### src/rtl/ee_ldr_pkg.sv
package ee_ldr_pkg;
  typedef enum logic [1:0] {LD_ISSUE, LD_WAIT, LD_CHECK, LD_DONE} ld_state_e;
  typedef enum logic [1:0] {MW_IDLE, MW_SHIFT, MW_GAP} mw_state_e;

  function automatic logic [15:0] cfg_default(int unsigned idx);
    return 16'hA500 | 16'(idx & 32'hFF);
  endfunction
endpackage

### src/rtl/ee_mw_shifter.sv
module ee_mw_shifter
  import ee_ldr_pkg::*;
#(
  parameter int CLK_DIV = 2,
  parameter int ADDR_W  = 6,
  parameter int DATA_W  = 16
) (
  input  logic              clk_i,
  input  logic              rst_ni,
  input  logic              start_i,
  input  logic [ADDR_W-1:0] addr_i,
  output logic              idle_o,
  output logic              done_o,
  output logic [DATA_W-1:0] word_o,
  output logic              cs_o,
  output logic              sk_o,
  output logic              do_o,
  input  logic              di_i
);
  localparam int CMD_W = 3 + ADDR_W;
  localparam int TOT   = CMD_W + DATA_W;
  localparam int DIV_W = $clog2(CLK_DIV + 1);
  localparam int BIT_W = $clog2(TOT + 1);

  mw_state_e         state_q;
  logic [DIV_W-1:0]  div_q;
  logic [BIT_W-1:0]  bit_q;
  logic [CMD_W-1:0]  cmd_q;
  logic              tick;

  assign tick   = (div_q == DIV_W'(CLK_DIV - 1));
  assign idle_o = (state_q == MW_IDLE);

  always_ff @(posedge clk_i or negedge rst_ni) begin
    if (!rst_ni) begin
      state_q <= MW_IDLE;
      div_q   <= '0;
      bit_q   <= '0;
      cmd_q   <= '0;
      word_o  <= '0;
      cs_o    <= 1'b0;
      sk_o    <= 1'b0;
      do_o    <= 1'b0;
      done_o  <= 1'b0;
    end else begin
      done_o <= 1'b0;
      unique case (state_q)
        MW_IDLE: if (start_i) begin
          state_q <= MW_SHIFT;
          cmd_q   <= {3'b110, addr_i};
          do_o    <= 1'b1;
          cs_o    <= 1'b1;
          bit_q   <= '0;
          div_q   <= '0;
        end
        MW_SHIFT: if (!tick) div_q <= div_q + 1'b1;
        else begin
          div_q <= '0;
          if (!sk_o) sk_o <= 1'b1;
          else begin
            sk_o <= 1'b0;
            // data is sampled at the end of the high half-period
            if (bit_q >= BIT_W'(CMD_W)) word_o <= {word_o[DATA_W-2:0], di_i};
            if (bit_q == BIT_W'(TOT - 1)) begin
              state_q <= MW_GAP;
              cs_o    <= 1'b0;
              do_o    <= 1'b0;
            end else begin
              bit_q <= bit_q + 1'b1;
              cmd_q <= {cmd_q[CMD_W-2:0], 1'b0};
              do_o  <= (bit_q < BIT_W'(CMD_W - 1)) ? cmd_q[CMD_W-2] : 1'b0;
            end
          end
        end
        MW_GAP: if (!tick) div_q <= div_q + 1'b1;
        else begin
          div_q   <= '0;
          state_q <= MW_IDLE;
          done_o  <= 1'b1;
        end
        default: state_q <= MW_IDLE;
      endcase
    end
  end

  p_sk_needs_cs_r2: assert property (@(posedge clk_i) disable iff (!rst_ni)
    sk_o |-> cs_o);
  p_done_deselected_r2: assert property (@(posedge clk_i) disable iff (!rst_ni)
    done_o |-> !cs_o);
endmodule

### src/rtl/ee_img_sum.sv
module ee_img_sum #(
  parameter int DATA_W = 16
) (
  input  logic              clk_i,
  input  logic              rst_ni,
  input  logic              vld_i,
  input  logic [DATA_W-1:0] word_i,
  output logic [7:0]        sum_o,
  output logic              ones_o
);
  always_ff @(posedge clk_i or negedge rst_ni) begin
    if (!rst_ni) begin
      sum_o  <= '0;
      ones_o <= 1'b0;
    end else if (vld_i) begin
      sum_o  <= sum_o + word_i[15:8] + word_i[7:0];
      if (&word_i) ones_o <= 1'b1;
    end
  end

  p_ones_sticky_r8: assert property (@(posedge clk_i) disable iff (!rst_ni)
    ones_o |=> ones_o);
endmodule

### src/rtl/ee_cfg_regs.sv
module ee_cfg_regs
  import ee_ldr_pkg::*;
#(
  parameter int N_CFG    = 32,
  parameter int BASE_IDX = 4,
  parameter int SEL_W    = 6
) (
  input  logic                   clk_i,
  input  logic                   rst_ni,
  input  logic                   wr_i,
  input  logic [SEL_W-1:0]       sel_i,
  input  logic [15:0]            data_i,
  input  logic                   restore_i,
  output logic [N_CFG-1:0][15:0] cfg_o
);
  for (genvar j = 0; j < N_CFG; j++) begin : g_reg
    always_ff @(posedge clk_i or negedge rst_ni) begin
      if (!rst_ni)                              cfg_o[j] <= cfg_default(BASE_IDX + j);
      else if (restore_i)                       cfg_o[j] <= cfg_default(BASE_IDX + j);
      else if (wr_i && sel_i == SEL_W'(j))      cfg_o[j] <= data_i;
    end
  end
endmodule

### src/rtl/ee_cfg_loader.sv
module ee_cfg_loader
  import ee_ldr_pkg::*;
#(
  parameter int N_WORDS   = 41,
  parameter int ADDR_W    = 6,
  parameter int CLK_DIV   = 2,
  parameter int CFG_WORD0 = 9,
  parameter int CFG_IDX0  = 4,
  parameter int STN_BYTES = 6,
  parameter int STN_CK_W  = 6,
  localparam int N_CFG    = N_WORDS - CFG_WORD0
) (
  input  logic                   clk_i,
  input  logic                   rst_ni,
  output logic                   ee_cs_o,
  output logic                   ee_sk_o,
  output logic                   ee_do_o,
  input  logic                   ee_di_i,
  output logic                   busy_o,
  output logic                   done_o,
  output logic                   valid_o,
  output logic [N_CFG-1:0][15:0] cfg_o,
  output logic [8*STN_BYTES-1:0] stn_addr_o,
  output logic [15:0]            stn_ck_o
);
  localparam int IDX_W = $clog2(N_WORDS);

  ld_state_e        state_q;
  logic [IDX_W-1:0] widx_q;
  logic             mw_idle, w_done, start, pass, restore, cfg_wr, ones;
  logic [15:0]      word;
  logic [7:0]       sum;
  logic [IDX_W-1:0] cfg_sel;

  assign start   = (state_q == LD_ISSUE) && mw_idle;
  assign pass    = (sum == 8'hFF) && !ones;
  assign restore = (state_q == LD_CHECK) && !pass;
  assign cfg_wr  = w_done && (widx_q >= IDX_W'(CFG_WORD0));
  assign cfg_sel = widx_q - IDX_W'(CFG_WORD0);
  assign busy_o  = (state_q != LD_DONE);

  ee_mw_shifter #(.CLK_DIV(CLK_DIV), .ADDR_W(ADDR_W), .DATA_W(16)) i_shift (
    .clk_i, .rst_ni, .start_i(start), .addr_i(ADDR_W'(widx_q)),
    .idle_o(mw_idle), .done_o(w_done), .word_o(word),
    .cs_o(ee_cs_o), .sk_o(ee_sk_o), .do_o(ee_do_o), .di_i(ee_di_i)
  );

  ee_img_sum #(.DATA_W(16)) i_sum (
    .clk_i, .rst_ni, .vld_i(w_done), .word_i(word), .sum_o(sum), .ones_o(ones)
  );

  ee_cfg_regs #(.N_CFG(N_CFG), .BASE_IDX(CFG_IDX0), .SEL_W(IDX_W)) i_regs (
    .clk_i, .rst_ni, .wr_i(cfg_wr), .sel_i(cfg_sel), .data_i(word),
    .restore_i(restore), .cfg_o(cfg_o)
  );

  always_ff @(posedge clk_i or negedge rst_ni) begin
    if (!rst_ni) begin
      state_q    <= LD_ISSUE;
      widx_q     <= '0;
      done_o     <= 1'b0;
      valid_o    <= 1'b0;
      stn_addr_o <= '0;
      stn_ck_o   <= '0;
    end else begin
      unique case (state_q)
        LD_ISSUE: if (mw_idle) state_q <= LD_WAIT;
        LD_WAIT: if (w_done) begin
          for (int b = 0; b < STN_BYTES; b++)
            if (widx_q == IDX_W'(b / 2))
              stn_addr_o[8*b +: 8] <= (b % 2 == 0) ? word[15:8] : word[7:0];
          if (widx_q == IDX_W'(STN_CK_W)) stn_ck_o <= word;
          if (widx_q == IDX_W'(N_WORDS - 1)) state_q <= LD_CHECK;
          else begin
            widx_q  <= widx_q + 1'b1;
            state_q <= LD_ISSUE;
          end
        end
        LD_CHECK: begin
          done_o  <= pass;
          valid_o <= pass;
          state_q <= LD_DONE;
        end
        default: state_q <= LD_DONE;
      endcase
    end
  end

  p_busy_sticky_r10: assert property (@(posedge clk_i) disable iff (!rst_ni)
    !busy_o |=> !busy_o);
  p_quiet_after_r10: assert property (@(posedge clk_i) disable iff (!rst_ni)
    !busy_o |-> !ee_cs_o);
  p_valid_done_r5: assert property (@(posedge clk_i) disable iff (!rst_ni)
    valid_o |-> done_o);
  p_pass_sum_r5: assert property (@(posedge clk_i) disable iff (!rst_ni)
    valid_o |-> (sum == 8'hFF));
  p_restore_r6: assert property (@(posedge clk_i) disable iff (!rst_ni)
    (!busy_o && !valid_o) |-> (cfg_o[0] == cfg_default(CFG_IDX0)));
endmodule

### config.mk
export PLATFORM = sky130hd
export DESIGN_NAME = ee_cfg_loader
export DESIGN_NICKNAME = d
export VERILOG_FILES = /design/src/rtl/ee_ldr_pkg.sv /design/src/rtl/ee_mw_shifter.sv /design/src/rtl/ee_img_sum.sv /design/src/rtl/ee_cfg_regs.sv /design/src/rtl/ee_cfg_loader.sv
export SDC_FILE = /design/constraint.sdc
export NUM_CORES = 1
export LEC_CHECK = 0
export ABC_AREA = 1
export BUFFER_PORTS_ARGS = -buffer_cell sky130_fd_sc_hd__buf_2
export CAP_MARGIN = 20
export CORE_ASPECT_RATIO = 2
export CORE_MARGIN = 4
export CORE_UTILIZATION = 50
export CTS_BUF_LIST = sky130_fd_sc_hd__clkbuf_4 sky130_fd_sc_hd__clkbuf_8
export DETAILED_ROUTE_END_ITERATION = 8
export PLACE_DENSITY = 0.74
export SYNTH_ARGS = -nofsm -noshare
export SYNTH_HDL_FRONTEND = slang
export SYNTH_SLANG_ARGS = --single-unit
### constraint.sdc
create_clock -name clk_i -period 3.67 [get_ports clk_i]
set_input_delay 0.9175 -clock clk_i [delete_from_list [all_inputs] [get_ports clk_i]]
set_output_delay 0.9175 -clock clk_i [all_outputs]
set_load 0.1 [all_outputs]
# Yosys cells after proc, flatten, opt, wreduce, memory -nomap -nowiden
# Cells that the tools add are included.
# totals
out_inout_bits	582
ff_bits	631
wordCells	302
# op_classes
n_mux	100
order_cmp	3
bitwise_logic	1
n_eq_ne	51
n_reduce_logical	91
n_addsub	6
# ops
op	n
$mux 16	64
$eq 6x5->1 const B	16
$reduce_bool 2->1	34
$eq 6x4->1 const B	8
$logic_and 1x1->1	36
$mux 8	4
$eq 6x3->1 const B	5
$mux 2	10
$mux 5	4
$eq 6x2->1 const B	3
$reduce_and 17->1	1
$add 8x8->8	2
$pmux 8 s2	1
$reduce_and 3->1	5
$reduce_and 5->1	3
$eq 6x1->1 const B	2
$logic_not 6->1	2
$ne 2x1->1 const B	6
$mux 1	11
$pmux 5 s2	1
$eq 8x8->1 const B	1
$pmux 2 s2	2
$reduce_and 4->1	2
$add 6x1->6 const B	1
other kinds (18)	28

# Logic depth before layout (Yosys ltp)
# depth
word_depth	6
mapped_depth	13

# Cells and area by module
# Synthesis repeated with hierarchy kept, for this count alone.
# hier_totals
hier_cells	3027
area_unflattened_um2	26604.3
# modules_own_cells
mod	cells_per_inst	n_inst	area_each_um2
ee_cfg_regs	2308	1	20653.6
ee_cfg_loader	366	1	3190.6
ee_mw_shifter	230	1	1870.5
ee_img_sum	123	1	889.6

# Least setup slack after synthesis
# Ideal clock, no wire load.
# synth_path
path_type	flip-flop to output port
startpoint	reg valid_o
endpoint	out valid_o
path_buffers	1
setup_slack_ns	1.412
stages_incl_launch_ff	2
required_ns	2.753
arrival_time_ns	1.340
path_cell_list	dfrtp_1 > buf_4
# synth_lines
element	line	source
start: declaration	ee_cfg_loader.sv:21	output logic valid_o,
start signal: assignment	ee_cfg_loader.sv:81	valid_o <= pass;
# No word-level cell between the ends.

# Final worst setup path
# layout_path
startpoint	reg widx_q[1]
endpoint	reg i_regs.cfg_o[144] (netlist bit)
# layout_via
elab_chain_cells	4
word_cells_on_any_way	6
# layout_lines
element	line	source
start: declaration	ee_cfg_loader.sv:29	logic [IDX_W-1:0] widx_q;
start signal: assignment	ee_cfg_loader.sv:75	widx_q <= widx_q + 1'b1;
$sub 6x4->6 / $ge 6x4->1 (equally long branches)	ee_cfg_loader.sv:39, ee_cfg_loader.sv:38	
$eq 6x4->1 / $logic_and 1x1->1 (equally long branches)	ee_cfg_regs.sv:20, ee_cfg_loader.sv:38	
$logic_and 1x1->1 *	ee_cfg_regs.sv:20	else if (wr_i && sel_i == SEL_W'(j)) cfg_o[j] <= data_i;
$reduce_bool 2->1 (no line) *	-	
end signal: indexed assignment	ee_cfg_regs.sv:18	if (!rst_ni) cfg_o[j] <= cfg_default(BASE_IDX + j);
end signal: indexed assignment	ee_cfg_regs.sv:19	else if (restore_i) cfg_o[j] <= cfg_default(BASE_IDX + j);
end signal: indexed assignment	ee_cfg_regs.sv:20	
end: declaration	ee_cfg_regs.sv:14	output logic [N_CFG-1:0][15:0] cfg_o
# Every way passes the cells marked *; elsewhere a longest branch is shown, timed or not.
# A chain may end at the register's enable or synchronous reset.

==> impl_results.md <==
* Area delta synth->final at 21.26%
* Rows at 119
* Post-Syn Area at 0.02665 mm^2
* Vias in the first global route at 24,180
* Post-cts gate resize count at 0
* DP HPWL at 68,200 um
* WS Path Type: reg -> reg
* Largest net degree at the start of global routing at 157
* Ys Warns at 0
* Startpoint types: register
* DRC violations left at 0
* PD cells at 408.9 mW/mm^2
* CP dominant cell by count: nand2_1
* CP peak stage delay at 510 ps
* Leakage at 18.42 nW
* WP data arrival at 3550 ps
* Synth Register Bits at 631
* Fmax achieved at 337.6 MHz
* TritonCTS buffer count at 85
* Clk_lat worst skew at 690 ps
* Crit-path cells: inv_1 > ha_1 > nand2_1 > nand2_2 > nand3_4 > nand3_2 > nor2_4 > nand2_2 > nand2_1 > nand2_1 > nand2_1
* Nets at 3,495
* Least-Margin Pin Slew at 1034 ps
* Critical path capture point type: register
* Fin. Hold Viols at 0
* Reg clk slew, reported paths at 90 ps
* R2R Setup Slk at 710 ps
* RSZ-0062 raised after global routing: no
* Place WS at 729.6 ps
* Skew final at 32.53 ps
* Antenna Violating Nets Remaining at 0
* CTS tree: done
* GP Congestion at 0.9372
* Hold-fix buffers, CTS at 0
* Setup TNS at 0 ps
* Peak supply drop at 0.2960 mV
* DR vias at 24,360
* Vias per cell at 5.795
* Grt total ovfl at 0
* Max-Cap Viols at 0
* Global-route wire length before repair at 149,500 um
* Avg WL per Cell at 23.77 um
* Core Box Area at 0.05271 mm^2
* Num ports at 585
* Port Buffers at 584
* CP max stage cell: nor2_4
* Crit-path max FO at 17
* CTS Buffer Depth at 3
* Die width at 171.2 um
* Library cells used by synthesis at 36
* Setup Viol. Count Final at 0
* Tmin final at 2962 ps
* Buf/Inv on CP at 1
* Post-layout util at 61.31%
* Share of layout cells above drive strength 1 at 31.85%
* Outcome: finished, final reports clean
* Slew Viols, Final at 0
* Period utilization at 80.72%
* Initial antenna violation count at 1
* Worst Hold Class: in -> async
* Worst EP required at 4260 ps
* Drt pass-1 iters at 6
* Synth Instances at 2,925
* GRT Util Overall at 34.30%
* H-tree depth at 3
* Fin worst setup slack at 707.7 ps
* Post-Syn Area per Cell at 9.110 um^2
* Die Area at 0.05728 mm^2
* Num Clock Sinks at 631
* Root Buffer Master: clkbuf_8
* Area after DPL at 0.03039 mm^2
* Syn_nets at 2,954
* Chip height at 334.5 um
* Finished Cell Area at 0.03231 mm^2
* Slew HR at 30.89%
* Iteration-0 DRC count of the detailed router at 2,481
* Drt total wl at 99,940 um
* Register area share after synthesis at 60.25%
* Initial Utilization at 50.56%
* CP top delay family: simple AND/OR/NAND/NOR gates
* Number of setup buffers added after CTS at 0
[final timing paths]
check / startpoint / endpoint / cells after the start
max in group asynchronous: rst_ni / stn_addr_o[8] / 3
worst min-delay path: rst_ni / stn_addr_o[4] / 1
worst max-delay path: widx_q[1] / i_regs.cfg_o[144] / 11
min in group clk_i: i_sum.ones_o / i_sum.ones_o / 2
worst max register to register: widx_q[1] / i_regs.cfg_o[144] / 11
worst min register to register: i_sum.ones_o / i_sum.ones_o / 2
[synthesized netlist by cell type]
master    count  area share, %
nand2_1     961             14
nand3_1     771             14
dfrtp_1     419             39
dfstp_2     212             21
clkbuf_1    104            1.5
o21ai_0     104            2.0
buf_2        86            1.6
inv_1        54           0.76
nor2_1       37           0.52
nand2_2      32           0.75
ha_1         18           0.85
buf_1        15           0.21
a21oi_1      14           0.26
nand4_1      11           0.26
nor2_2       10           0.23
xor2_1       10           0.33
fa_1          8           0.60
nor2_4        8           0.34
buf_4         6           0.17
inv_2         6          0.085
nand3_2       6           0.23
nor3_1        6           0.11
o211ai_1      5           0.14
nand3_4       4           0.26
xnor2_1       4           0.13
a31oi_1       2          0.047
buf_6         2          0.085
nor4_1        2          0.047
a22oi_1       1          0.028
clkinv_1      1          0.014
nand3b_1      1          0.028
nor2_8        1          0.075
o22ai_1       1          0.023
o31ai_1       1          0.028
or2_2         1          0.023
xor2_2        1          0.061
[where the power goes]
group          switching (mW)  total, mW  leakage, nW  internal [mW]
combinational           0.197      0.228         9.39         0.0312
sequential            0.00210       6.97         8.00           6.97
clock                    2.81       6.02         1.02           3.21
total                    3.01       13.2         18.4           10.2
[cells by family after synthesis]
group / Yosys count / synth area share, %
flip-flops: 631 / 60.25
adder cells (fa/ha/maj): 26 / 1.446
AND/OR/NAND/NOR: 1851 / 30.89
XOR/XNOR: 15 / 0.5212
buffers and inverters: 274 / 4.404
AO/OA/AOI/OAI: 128 / 2.484
[placed cells by master, fill, tap and decap left out, drive strengths merged]
cell type and count:
a31oi 2, nor3 6, nor2 56, nand3b 1, bufinv 5, a22oi 1
xor2 11, dfstp 212, or2 1, o21ai 104, o31ai 1, diode 1
clkbuf 132, clkinvlp 3, dfrtp 419, fa 8, nor4 2, ha 18
nand3 781, o22ai 1, a21oi 14, clkinv 17, buf 667, o211ai 5
inv 63, nand2 993, xnor2 4, nand4 11
[final cells by class]
class	instances	area, um^2
well taps	665	832.0
diodes	1	2.502
inverters	61	229.0
multi-input cells	2020	9534
flip-flops and latches	631	16060
clock buffers	132	1623
fillers	4557	20390
clock inverters	27	295.3
repair buffers	667	3744
[stage by stage]
stage / instances / total power, mW / hold WS, ps
3_3_place_gp: 4044 / 7.323 / 448.6
6_report: 4204 / 13.21 / 220.2
3_5_place_dp: 4044 / 7.324 / 456.2
4_1_cts: 4203 / 13.27 / 190.3
5_1_grt: 4204 / 13.60 / 232.4
2_1_floorplan: 2925 / 7.112 / 427.5
[sequential cells by signal (all words and copies together) (netlist names)]
| register | cells |
|---|---|
| i_regs.cfg_o | 512 |
| stn_addr_o | 48 |
| i_shift.word_o | 16 |
| stn_ck_o | 16 |
| i_shift.cmd_q | 8 |
| i_sum.sum_o | 8 |
| widx_q | 6 |
| i_shift.bit_q | 5 |
| i_shift.div_q | 2 |
| i_shift.state_q | 2 |
| state_q | 2 |
| i_shift.cs_o | 1 |
| i_shift.do_o | 1 |
| i_shift.done_o | 1 |
| i_shift.sk_o | 1 |
| i_sum.ones_o | 1 |
| valid_o | 1 |
[per-layer routing]
| metal | up-vias | track usage [%] | wire (um) |
|---|---|---|---|
| li1 | 10700 | - | - |
| met1 | 11890 | 40.85 | 35300 |
| met2 | 1436 | 56.69 | 48670 |
| met3 | 335 | 8.268 | 9334 |
| met4 | 0 | 19.32 | 6633 |
| met5 | - | 0 | 0 |
No activity file was read; power rests on OpenSTA's default activity.
